<file path="config.mk">
export PLATFORM = sky130hd
export DESIGN_NAME = usec_timer
export DESIGN_NICKNAME = d
export VERILOG_FILES = /design/src/rtl/usec_timer_pkg.sv /design/src/rtl/usec_tick_cond.sv /design/src/rtl/usec_arm_reg.sv /design/src/rtl/usec_down_cnt.sv /design/src/rtl/usec_irq_flag.sv /design/src/rtl/usec_timer.sv
export SDC_FILE = /design/constraint.sdc
export NUM_CORES = 1
export LEC_CHECK = 0
export BUFFER_PORTS_ARGS = -buffer_cell sky130_fd_sc_hd__buf_4
export CAP_MARGIN = 20
export CORE_UTILIZATION = 45
export DETAILED_ROUTE_END_ITERATION = 10
export PLACE_DENSITY_LB_ADDON = 0.08
export SETUP_SLACK_MARGIN = 0.3
export SYNTH_ARGS = -nofsm -noshare
export SYNTH_HDL_FRONTEND = slang
export SYNTH_HIERARCHICAL = 1
export SYNTH_SLANG_ARGS = --single-unit
</file>
<file path="constraint.sdc">
create_clock -name clk -period 5.3 [get_ports clk]
set_input_delay 0.53 -clock clk [delete_from_list [all_inputs] [get_ports clk]]
set_output_delay 0.53 -clock clk [all_outputs]
set_load 0.1 [all_outputs]
</file>
<file path="src/rtl/usec_timer_pkg.sv">
package usec_timer_pkg;
   localparam int unsigned WORD_W = 32;
   typedef enum logic {
      SEL_ARM  = 1'b0,
      SEL_STAT = 1'b1
   } reg_sel_e;
endpackage

</file>
<file path="src/rtl/usec_tick_cond.sv">
module usec_tick_cond #(
   parameter bit EDGE_MODE = 1'b0
) (
   input  logic clk,
   input  logic rst_n,
   input  logic tick_in,
   output logic tick_out
);
   if (EDGE_MODE) begin : g_edge
      logic prev_q;
      always_ff @(posedge clk or negedge rst_n) begin
         if (!rst_n) prev_q <= 1'b0;
         else        prev_q <= tick_in;
      end
      assign tick_out = tick_in & ~prev_q;
   end else begin : g_pulse
      assign tick_out = tick_in;
   end
endmodule

</file>
<file path="src/rtl/usec_arm_reg.sv">
module usec_arm_reg #(
   parameter int unsigned CNT_W = 29
) (
   input  logic             clk,
   input  logic             rst_n,
   input  logic             wr_arm,
   input  logic             wr_en_bit,
   input  logic             wr_per_bit,
   input  logic [CNT_W-1:0] wr_load,
   input  logic             self_stop,
   output logic             en,
   output logic             per,
   output logic [CNT_W-1:0] reload
);
   always_ff @(posedge clk or negedge rst_n) begin
      if (!rst_n) begin
         en     <= 1'b0;
         per    <= 1'b0;
         reload <= '0;
      end else if (wr_arm) begin
         en     <= wr_en_bit;
         per    <= wr_per_bit;
         reload <= wr_load;
      end else if (self_stop) begin
         en     <= 1'b0;
      end
   end
endmodule

</file>
<file path="src/rtl/usec_down_cnt.sv">
module usec_down_cnt #(
   parameter int unsigned CNT_W = 29
) (
   input  logic             clk,
   input  logic             rst_n,
   input  logic             load,
   input  logic [CNT_W-1:0] load_val,
   input  logic             tick,
   input  logic             en,
   input  logic             per,
   input  logic [CNT_W-1:0] reload,
   output logic [CNT_W-1:0] count,
   output logic             expire
);
   logic at_zero;
   assign at_zero = (count == '0);
   assign expire  = tick & en & ~load & at_zero;

   always_ff @(posedge clk or negedge rst_n) begin
      if (!rst_n) begin
         count <= '0;
      end else if (load) begin
         count <= load_val;
      end else if (tick && en) begin
         if (at_zero) count <= per ? reload : '0;
         else         count <= count - 1'b1;
      end
   end
endmodule

</file>
<file path="src/rtl/usec_irq_flag.sv">
module usec_irq_flag (
   input  logic clk,
   input  logic rst_n,
   input  logic set,
   input  logic ack,
   output logic flag
);
   always_ff @(posedge clk or negedge rst_n) begin
      if (!rst_n)   flag <= 1'b0;
      else if (set) flag <= 1'b1;
      else if (ack) flag <= 1'b0;
   end
endmodule

</file>
<file path="src/rtl/usec_timer.sv">
module usec_timer
   import usec_timer_pkg::*;
#(
   parameter int unsigned CNT_W     = 29,
   parameter int unsigned EN_BIT    = 31,
   parameter int unsigned PER_BIT   = 30,
   parameter int unsigned FLAG_BIT  = 30,
   parameter bit          TICK_EDGE = 1'b0
) (
   input  logic              clk,
   input  logic              rst_n,
   input  logic              us_tick,
   input  logic              reg_wr,
   input  logic              reg_rd,
   input  logic              reg_sel,
   input  logic [WORD_W-1:0] reg_wdata,
   output logic [WORD_W-1:0] reg_rdata,
   output logic              reg_rvalid,
   output logic              irq
);
   if (CNT_W >= PER_BIT || CNT_W >= FLAG_BIT) begin : g_bad_width
      $error("usec_timer: count field overlaps control bits");
   end
   if (EN_BIT >= WORD_W || PER_BIT >= EN_BIT) begin : g_bad_bits
      $error("usec_timer: enable/periodic bit positions invalid");
   end

   logic             tick_w;
   logic             en_w;
   logic             per_w;
   logic [CNT_W-1:0] reload_w;
   logic [CNT_W-1:0] count_w;
   logic             expire_w;
   logic             flag_w;
   logic             wr_arm;
   logic             wr_ack;
   logic             wdata_unused;

   assign wr_arm       = reg_wr & (reg_sel_e'(reg_sel) == SEL_ARM);
   assign wr_ack       = reg_wr & (reg_sel_e'(reg_sel) == SEL_STAT) & reg_wdata[FLAG_BIT];
   assign wdata_unused = ^reg_wdata;

   usec_tick_cond #(.EDGE_MODE(TICK_EDGE)) u_tick (
      .clk      (clk),
      .rst_n    (rst_n),
      .tick_in  (us_tick),
      .tick_out (tick_w)
   );

   usec_arm_reg #(.CNT_W(CNT_W)) u_arm (
      .clk        (clk),
      .rst_n      (rst_n),
      .wr_arm     (wr_arm),
      .wr_en_bit  (reg_wdata[EN_BIT]),
      .wr_per_bit (reg_wdata[PER_BIT]),
      .wr_load    (reg_wdata[CNT_W-1:0]),
      .self_stop  (expire_w & ~per_w),
      .en         (en_w),
      .per        (per_w),
      .reload     (reload_w)
   );

   usec_down_cnt #(.CNT_W(CNT_W)) u_cnt (
      .clk      (clk),
      .rst_n    (rst_n),
      .load     (wr_arm),
      .load_val (reg_wdata[CNT_W-1:0]),
      .tick     (tick_w),
      .en       (en_w),
      .per      (per_w),
      .reload   (reload_w),
      .count    (count_w),
      .expire   (expire_w)
   );

   usec_irq_flag u_flag (
      .clk   (clk),
      .rst_n (rst_n),
      .set   (expire_w),
      .ack   (wr_ack),
      .flag  (flag_w)
   );

   assign irq = flag_w;

   logic [WORD_W-1:0] arm_view;
   logic [WORD_W-1:0] stat_view;
   always_comb begin
      arm_view                = '0;
      arm_view[CNT_W-1:0]     = reload_w;
      arm_view[PER_BIT]       = per_w;
      arm_view[EN_BIT]        = en_w;
      stat_view               = '0;
      stat_view[CNT_W-1:0]    = count_w;
      stat_view[FLAG_BIT]     = flag_w;
   end

   always_ff @(posedge clk or negedge rst_n) begin
      if (!rst_n) begin
         reg_rvalid <= 1'b0;
         reg_rdata  <= '0;
      end else begin
         reg_rvalid <= reg_rd;
         if (reg_rd) reg_rdata <= reg_sel ? stat_view : arm_view;
      end
   end
endmodule

</file>
==> results of run 1 <==
[layout make-up]
class	count	area, um^2
clock buffer	12	246.5
clock inverter	2	35.03
fill	1031	5099
inverter	8	30.03
multi-input combinational	352	2527
sequential	93	2327
tap	140	175.2
timing repair buffer	76	590.6
[per-stage QoR]
stage               hold WS [ns]  cell area [um^2]  utilization (%)  power (W)
floorplan                 0.2344              5170                -   0.001523
global placement          0.4933              5623            50.98   0.001691
detailed placement        0.5087              5623            50.98   0.001705
CTS                       0.1865              5904            53.53   0.002348
global route              0.2032              5932            53.78   0.002450
finish                    0.1632              5932            53.78   0.002335
[power by group through the flow]
stage	sequential, W	combinational (W)	clock [W]
after CTS	0.000954	0.000742	0.000652
after floorplan	0.00122	0.000298	0
final	0.000948	0.000753	0.000634
after detailed placement	0.000966	0.000739	0
after global placement	0.000960	0.000731	0
after global routing	0.000968	0.000801	0.000680
[worst paths after layout]
check	start	endpoint	slack, ns	depth (start not counted)
min	rst_n	reg_rdata[4]	0.16	1
max reg2reg	u_cnt/count[22]	u_cnt/count[7]	2.02	5
max in group asynchronous	rst_n	u_cnt/count[23]	4.05	2
max	u_cnt/count[22]	u_cnt/count[7]	2.02	5
min reg2reg	u_flag/flag	u_flag/flag	0.52	1
min in group clk	reg_wdata[4]	u_cnt/count[4]	0.40	3
[sequential cells by signal, summed over array words and instances, names as in the netlist]
| register | cells |
|---|---|
| reg_rvalid | 1 |
| u_flag/flag | 1 |
| u_cnt/count | 29 |
| reg_rdata | 31 |
| u_arm/reload | 29 |
| u_arm/en | 1 |
| u_arm/per | 1 |
[worst register-to-register path: stages, from the launching register on]
cell     delay (ns)
dfrtp_1        0.44
or4_1          0.65
nor2b_1        0.71
and3_1         0.84
mux2i_1        0.17
a221o_1        0.34
[synthesized netlist by cell type, drive strengths merged, types with 3 or more instances]
cell / n / area share [%]
a211o: 5 / 0.85
dfrtp: 93 / 45
nand4: 6 / 0.85
mux2: 33 / 9.2
or3: 12 / 1.5
nor4: 9 / 1.5
inv: 8 / 0.58
xor2: 3 / 0.51
a31oi: 9 / 1.1
nor3: 18 / 2.2
buf: 23 / 4.5
mux2i: 34 / 6.6
and3: 8 / 0.97
or4: 5 / 0.73
clkbuf: 16 / 1.2
xnor2: 12 / 2.0
o21ai: 21 / 2.0
a21oi: 47 / 4.5
nor2b: 4 / 0.48
nand2: 25 / 1.8
nand3: 9 / 0.87
a211oi: 14 / 2.0
o31ai: 4 / 0.58
nor2: 44 / 3.2
[cell families after synthesis]
family	count (synthesis)	share of synthesized area, %
AOI/OAI and AO/OA	119	14.76
xor gates and xnor gates	15	2.541
adders and majority gates	1	0.2420
buffers and inverters	47	6.244
DFF	93	45.01
muxes	67	15.80
other	1	0.07253
and+or+nand+nor	149	15.32
[routing by layer]
metal,routed length (um),vias to the layer above,track usage (%)
li1,-,1899,-
met2,5905,111,35.04
met3,591,19,3.467
met1,6196,2019,32.47
met4,228,0,10.57
met5,0,-,0
==> metrics.yaml, run 1 <==
synth-warning-count: 6
placed_cell_count: 668
grt_first_pass_wirelength_um: 20700
yosys_register_bits: 93
internal-power_w: 0.001443
synthesis.area_um2: 5170
clock_skew_ns: 0.003114
criticalPathCategory: "reg -> reg"
hpwl_um: 7996
timing.max_cap.violations: 0
worstPathBufferInverterCount: 0
core-area_um2: 11030
cts_buffers: 9
critPathSlowestCell: "and3_1"
number_of_cells_upsized_or_downsized_after_cts: 0
cell_count_after_synthesis: 492
finalHoldViolCount: 0
slew_viol_final: 0
max_freq_ghz: 0.3048
worst_slew_margin_rel_pct: 36.53
rsz_0062_raised_after_global_routing: "no"
cpPeakStageDelay_ns: 0.84
p_comb_share_pct: 32.3
clockBufferDepth: 2
synth_edf_count: 0
setup_viol_count_final: 0
final.period_utilization_pct: 61.91
worst-slew-pin-transition_ns: 0.9520
fp-row-count: 38
clk_pin_slew_worst_paths_ns: 0.06
switching_share_pct: 38.19
antenna-diode-count: 0
routed_wirelength_um: 12920
power.leakage_nw: 2.560
place.port_buffers: 69
fin_ws_ns: 2.019
htreeDepth: 3
most-common-layout-cells: "dfrtp_1, buf_4, a21oi_1, nor2_1, mux2i_1"
antenna_found_initial: 0
initial_core_util_pct: 46.87
synth_seq_area_share_pct: 45.01
hold_path_class: "in -> async"
outcome: "finished, final reports clean"
worst_ir_drop_vdd_uv: 254.1
final_common_cell: "dfrtp_1"
via_count_of_the_first_global_routing_pass: 3944
post_cts_buffers: 0
pre_cts_slack_ns: 2.096
nNetsFinal: 579
power_frac_seq_pct: 40.6
crit_path_max_fanout: 16
power_frac_clock_pct: 27.1
power_density_nw_per_um2: 393.5
cp_top_family: "simple AND/OR/NAND/NOR gates"
switchingPower_w: 0.0008915
cp_cell_sequence: "or4_1 -> nor2b_1 -> and3_1 -> mux2i_1 -> a221o_1"
wl_per_cell_um: 18.92
route.detailed.vias_per_inst: 5.927
grt_overflow_total: 0
async_reset_ff_share_pct: 100.0
dr.pass1.iters: 4
die_y_um: 109.2
setup_tns_ns: 0
tritoncts_clock_tree: "yes"
chipWidth_um: 109.2
synth_area_per_cell_um2: 10.51
cp-start-kind: "flip-flop"
detailroute.via_count: 4048
synthesis_to_finish_area_growth_pct: 14.74
mappedNetlistNets: 531
final_cells: 683
cp_data_required_time_ns: 5.53
design.die.area_um2: 11920
final_layout_size_suffix_gt1_share_pct: 24.31
detailedRoute.firstIterationViolations: 265
residual_drc_count: 0
cts_hold_buffers: 0
cts.root.buffer_cell: "clkbuf_16"
cp-end-kind: "flip-flop"
clk-insertion-delay-late_ns: 0.34
clkSinkCount: 93
pin_count: 72
netlist-cell-type-count: 56
predominant_post_synthesis_flop_cell: "dfrtp_1"
globalRouteTotalUtil_pct: 23.10
ant_nets: 0
min_period_ns: 3.281
grt_start_max_net_pins: 71
gp_congestion: 0.7841
worst_ep_arrival_time_ns: 3.51
Note: power is estimated with default switching activity, not from simulation.
==> inputs of run 2 (changes only) <==
- clock period: 5.3 -> 2.7 ns (I/O delays scaled with it)
==> metrics.yaml, run 2 (synthesized netlist as in run 1, its figures left out) <==
outcome: "finished, final reports clean"
ant_nets: 0
power.leakage_nw: 2.690
cts_buffers: 9
cp_num_cells: 5
layout.filler_cells: 988
final_cells: 706
residual_drc_count: 0
worst_slew_margin_rel_pct: 56.41
detailedRoute.firstIterationViolations: 220
final.period_utilization_pct: 86.04
cp_cell_sequence: "or4_1 -> nor3_4 -> nand2_1 -> o41ai_1 -> a32oi_1"
worst_ep_arrival_time_ns: 2.53
pin_count: 72
placed_cell_count: 690
worst_ir_drop_vdd_uv: 521.5
initial_core_util_pct: 46.87
post_cts_buffers: 0
cp_top_family: "simple AND/OR/NAND/NOR gates"
critPathLaunch: "u_cnt/count[11]"
wl_per_cell_um: 18.25
dr.pass1.iters: 4
hold_path_class: "in -> reg"
htreeDepth: 3
grt_start_max_net_pins: 71
cp-start-kind: "flip-flop"
min_period_ns: 2.323
route.detailed.vias_per_inst: 5.773
finalHoldViolCount: 0
worst-slew-pin-transition_ns: 0.6538
launch_instance_of_the_worst_min_delay_path: "reg_wdata[4]"
chipWidth_um: 109.2
timing.max_cap.violations: 0
final_layout_size_suffix_gt1_share_pct: 29.68
most-common-layout-cells: "buf_4, dfrtp_1, a21oi_1, nor2_1, mux2i_1"
place.port_buffers: 69
clkSinkCount: 93
cts.root.buffer_cell: "clkbuf_16"
grt_first_pass_wirelength_um: 21320
design.die.area_um2: 11920
antenna-diode-count: 0
fp-row-count: 38
hpwl_um: 8485
tritoncts_clock_tree: "yes"
area.sequential_um2: 2327
max_freq_ghz: 0.4305
totalPowerFinal_w: 0.004610
via_count_of_the_first_global_routing_pass: 4039
worstReg2RegStart: "u_cnt/count[11]"
whs_path_depth: 3
critPathSlowestCell: "or4_1"
cp-end-kind: "flip-flop"
power_density_nw_per_um2: 742.6
clock_skew_ns: 0.006623
reg_top3: "reg_rdata: 31 flops, u_arm/reload: 29 flops, u_cnt/count: 29 flops"
worstPathBufferInverterCount: 0
gp_congestion: 0.8316
antenna_found_initial: 0
slew_viol_final: 0
rsz_0062_raised_after_global_routing: "yes"
nNetsFinal: 601
core-area_um2: 11030
routed_wirelength_um: 12890
setup_viol_count_final: 0
cp_data_required_time_ns: 2.91
clk-insertion-delay-late_ns: 0.35
largest_register_ff_count: 31
detailroute.via_count: 4076
worst_r2r_path_cells: 5
criticalPathCategory: "reg -> reg"
globalRouteTotalUtil_pct: 23.65
clk_pin_slew_worst_paths_ns: 0.07
multi_input_comb_area_um2: 2609
clockBufferDepth: 2
largest_register: "reg_rdata"
die_y_um: 109.2
cpPeakStageDelay_ns: 0.64
synthesis_to_finish_area_growth_pct: 20.09
grt_overflow_total: 0
crit_path_max_fanout: 7
setup_tns_ns: 0
==> run 2: cell count changes in the layout (fill, tap and decap cells not counted), moves of 2 or more <==
cell / change
a211oi_1: -3
nor4_1: -3
or4_1: -2
and4_1: -2
buf_12: +4
and4_2: +2
nor4_2: +3
clkbuf_8: +2
a211oi_2: +3
or4_4: +2
buf_4: +18
==> run 2: final cells by class <==
type                    count  area share, %
repair buffers             98          12.70
flip-flops and latches     93          37.48
clock inverters             1        0.08061
multi-input cells         352          42.02
well taps                 140          2.821
inverters                   8         0.4837
clock buffers              14          4.414
==> run 2: routing by layer <==
layer | track usage [%] | share of wire [%] | up-vias
li1 | - | - | 1939
met1 | 33.51 | 48 | 2030
met2 | 36.43 | 47 | 92
met3 | 3.706 | 4.2 | 15
met4 | 8.762 | 1.6 | 0
met5 | 0 | 0 | -
==> run 2: final timing paths <==
kind	to	slack [ns]
setup reg to reg	u_cnt/count[25]	0.38
setup / recovery	u_cnt/count[25]	0.38
hold reg to reg	u_cnt/count[26]	0.51
min in group asynchronous	u_arm/reload[6]	0.36
max in group asynchronous	u_cnt/count[22]	1.71
hold / removal	u_cnt/count[4]	0.15
==> run 2: worst register-to-register path, delay by kind of cell, from the launching register on <==
kind | cells | cell delay [ns]
flip-flops | 1 | 0.45
AO/OA/AOI/OAI | 2 | 0.57
AND/OR/NAND/NOR | 3 | 1.18
==> run 2: where the power goes <==
part           internal [W]  switching [W]  total [W]
combinational      0.000516        0.00102    0.00154
sequential          0.00162       0.000240    0.00186
clock              0.000694       0.000516    0.00121
total               0.00283        0.00178    0.00461
==> run 2: timing repair <==
item,in CTS,in global routing
hold endpoints to repair,22,0
gates resized for setup,8,11
gates cloned,0,0
hold buffers,1,0
setup endpoints to repair,22,20
==> run 2: per-stage QoR <==
step           cell area (um^2)  setup slack [ns]  hold slack [ns]  utilization, %
2_1_floorplan              5170            0.3465         -0.02559               -
5_1_grt                    6208            0.2585           0.1536           56.28
4_1_cts                    6156            0.3007           0.1302           55.81
6_report                   6208            0.3770           0.1468           56.28
3_5_place_dp               5838            0.1374           0.1928           52.93
3_3_place_gp               5838            0.1458           0.1889           52.93
==> inputs of run 3 (changes only) <==
--- a/config.mk
+++ b/config.mk
@@ -6,7 +6,10 @@
 export NUM_CORES = 1
 export LEC_CHECK = 0
+export ABC_AREA = 1
 export BUFFER_PORTS_ARGS = -buffer_cell sky130_fd_sc_hd__buf_4
 export CAP_MARGIN = 20
-export CORE_UTILIZATION = 45
+export CELL_PAD_IN_SITES_DETAIL_PLACEMENT = 0
+export CELL_PAD_IN_SITES_GLOBAL_PLACEMENT = 1
+export CORE_UTILIZATION = 38
 export DETAILED_ROUTE_END_ITERATION = 10
 export PLACE_DENSITY_LB_ADDON = 0.08
==> constraint.sdc (replaced) <==
create_clock -name clk -period 2.7 [get_ports clk]
set_input_delay 0.54 -clock clk [delete_from_list [all_inputs] [get_ports clk]]
set_output_delay 0.54 -clock clk [all_outputs]
set_load 0.1 [all_outputs]
==> metrics.yaml, run 3 <==
design.die.area_um2: 16270
cpPeakStageDelay_ns: 0.39
grt_first_pass_wirelength_um: 27590
criticalPathCategory: "reg -> reg"
antenna_found_initial: 0
rsz_0062_raised_after_global_routing: "no"
min_period_ns: 2.066
ant_nets: 0
clock_skew_ns: 0.008107
gp_congestion: 0.8328
slew_viol_final: 0
detailroute.via_count: 5321
post_synth_main_area_contributors: "dfrtp_1, nand2_1, inv_1"
worst_r2r_path_cells: 13
residual_drc_count: 0
synthesis_to_finish_area_growth_pct: 15.67
cp_data_required_time_ns: 2.94
worstPathBufferInverterCount: 2
critPathSlowestCell: "dfrtp_1"
yosys_register_bits: 93
largest_register: "reg_rdata"
synthesis.area_um2: 5988
clkSinkCount: 93
number_of_cells_upsized_or_downsized_after_cts: 0
most-common-layout-cells: "nand2_1, inv_1, dfrtp_1, buf_4, nand3_1"
capture_point_of_the_worst_reg_to_reg_path: "u_arm/en"
final.period_utilization_pct: 76.51
post_cts_buffers: 0
tritoncts_clock_tree: "yes"
switchingPower_w: 0.002361
cp-end-kind: "flip-flop"
grt_overflow_total: 0
cts_hold_buffers: 0
reg_top3: "reg_rdata: 31 flops, u_arm/reload: 29 flops, u_cnt/count: 29 flops"
grt_start_max_net_pins: 76
dr.pass1.iters: 5
synth_area_per_cell_um2: 6.852
detailedRoute.firstIterationViolations: 343
hpwl_um: 11070
crit_path_max_fanout: 5
clk-insertion-delay-late_ns: 0.35
worstReg2RegStart: "u_cnt/count[0]"
largest_register_ff_count: 31
route.detailed.vias_per_inst: 4.672
cp_cell_sequence: "inv_1 -> ha_2 -> nand2_2 -> nor2_4 -> nand2_2 -> nor2_2 -> nand4_1 -> nor3_1 -> inv_1 -> nor2_1 -> nor2_1 -> nand2_1 -> nand2_1"
nNetsFinal: 962
outcome: "finished, final reports clean"
final_layout_size_suffix_gt1_share_pct: 18.86
timing.max_cap.violations: 0
synth_largest_type_area_fraction_pct: 38.86
synth-warning-count: 6
core-area_um2: 15310
cell_count_after_synthesis: 874
via_count_of_the_first_global_routing_pass: 5312
clk_pin_slew_worst_paths_ns: 0.07
initial_core_util_pct: 39.10
cp_top_family: "simple AND/OR/NAND/NOR gates"
clockBufferDepth: 2
worst-slew-pin-transition_ns: 0.6022
htreeDepth: 3
chipWidth_um: 127.5
setup_tns_ns: 0
die_y_um: 127.5
synth_edf_count: 0
async_reset_ff_share_pct: 100.0
power_frac_clock_pct: 27.3
internal-power_w: 0.003236
layout.filler_cells: 1653
predominant_post_synthesis_flop_cell: "dfrtp_1"
routed_wirelength_um: 16250
worst_hold_check_slack_ns: 0.1015
synth_seq_area_share_pct: 38.86
synth.largest_area_cell: "dfrtp_1"
cts_buffers: 9
mappedNetlistNets: 913
yosys.cell_count.top_type: "nand2_1"
fp-row-count: 45
netlist-cell-type-count: 36
hold_path_class: "in -> async"
worst_ep_arrival_time_ns: 2.30
wl_per_cell_um: 14.27
power_frac_seq_pct: 35.2
globalRouteTotalUtil_pct: 21.86
final_common_cell: "nand2_1"
antenna-diode-count: 0
place.port_buffers: 69
setup.reg_to_reg.worst_slack_ns: 0.63
worst_ir_drop_vdd_uv: 360.6
worst_slew_margin_rel_pct: 59.79
max_freq_ghz: 0.4841
power.leakage_nw: 3.745
p_comb_share_pct: 37.4
switching_share_pct: 42.18
setup_viol_count_final: 0
finalHoldViolCount: 0
power_density_nw_per_um2: 808.1
cts.root.buffer_cell: "clkbuf_16"
synthTopCellsByCount: "nand2_1, inv_1, dfrtp_1"
cp-start-kind: "flip-flop"
pin_count: 72
-- run 3: area by class of cell --
class | instances | area, um^2 | area share [%]
Clock buffer | 13 | 270.3 | 3.902
Clock inverter | 3 | 90.09 | 1.301
Inverter | 148 | 559.3 | 8.074
Multi-Input combinational cell | 592 | 2798 | 40.39
Sequential cell | 93 | 2327 | 33.60
Tap cell | 211 | 264.0 | 3.811
Timing Repair Buffer | 79 | 618.1 | 8.923
-- run 3: worst max-delay path by stage --
stage	startpoint	end	slack [ns]	cells past startpoint
6_report	u_cnt/count[0]	u_arm/en	0.63	13
5_1_grt	u_cnt/count[0]	u_arm/en	0.36	13
4_1_cts	u_cnt/count[0]	u_arm/en	0.54	13
3_5_place_dp	u_cnt/count[0]	u_arm/en	0.56	13
3_3_place_gp	u_cnt/count[0]	u_arm/en	0.58	13
2_1_floorplan	reg_sel	u_cnt/count[7]	0.67	11
-- run 3: worst register-to-register path, stage by stage, from the launching register on --
cell	delay (ns)
dfrtp_1	0.39
inv_1	0.12
ha_2	0.25
nand2_2	0.11
nor2_4	0.21
nand2_2	0.12
nor2_2	0.11
nand4_1	0.12
nor3_1	0.21
inv_1	0.06
nor2_1	0.09
nor2_1	0.05
nand2_1	0.07
nand2_1	0.04
-- run 3: metal layers --
layer / vias up / part of all wire (%) / GRT usage (%)
li1: 2768 / - / -
met1: 2439 / 50 / 29.93
met2: 104 / 46 / 36.45
met3: 10 / 2.4 / 2.136
met4: 0 / 0.91 / 6.653
met5: - / 0 / 0
-- run 3: power by group through the flow --
stage | Combinational (W) | Sequential (W) | Clock [W]
final | 0.00210 | 0.00197 | 0.00153
after global routing | 0.00235 | 0.00202 | 0.00162
after CTS | 0.00211 | 0.00198 | 0.00157
after detailed placement | 0.00211 | 0.00200 | 0
after global placement | 0.00208 | 0.00199 | 0
after floorplan | 0.00108 | 0.00249 | 0
-- run 3: cell families (layout without fill, tap and decap cells) --
group                      Yosys count  in the layout  synth area share (%)
AOI/OAI and AO/OA                   86             86                 9.277
buffers and inverters              189            243                 14.58
DFF                                 93             93                 38.86
and+or+nand+nor                    495            495                 35.69
xor gates and xnor gates             9              9                 1.316
other                                1              1               0.06262
adders and majority gates            1              1                0.2089
-- run 3: stage by stage --
stage | power (W) | area, um^2 | utilization (%) | cells | worst slack [ns]
global placement | 0.004079 | 6564 | 42.86 | 1123 | 0.5752
CTS | 0.005659 | 6924 | 45.21 | 1139 | 0.5383
finish | 0.005597 | 6927 | 45.23 | 1139 | 0.6343
detailed placement | 0.004105 | 6564 | 42.86 | 1123 | 0.5626
global route | 0.005992 | 6927 | 45.23 | 1139 | 0.3551
floorplan | 0.003568 | 5988 | - | 874 | 0.6688
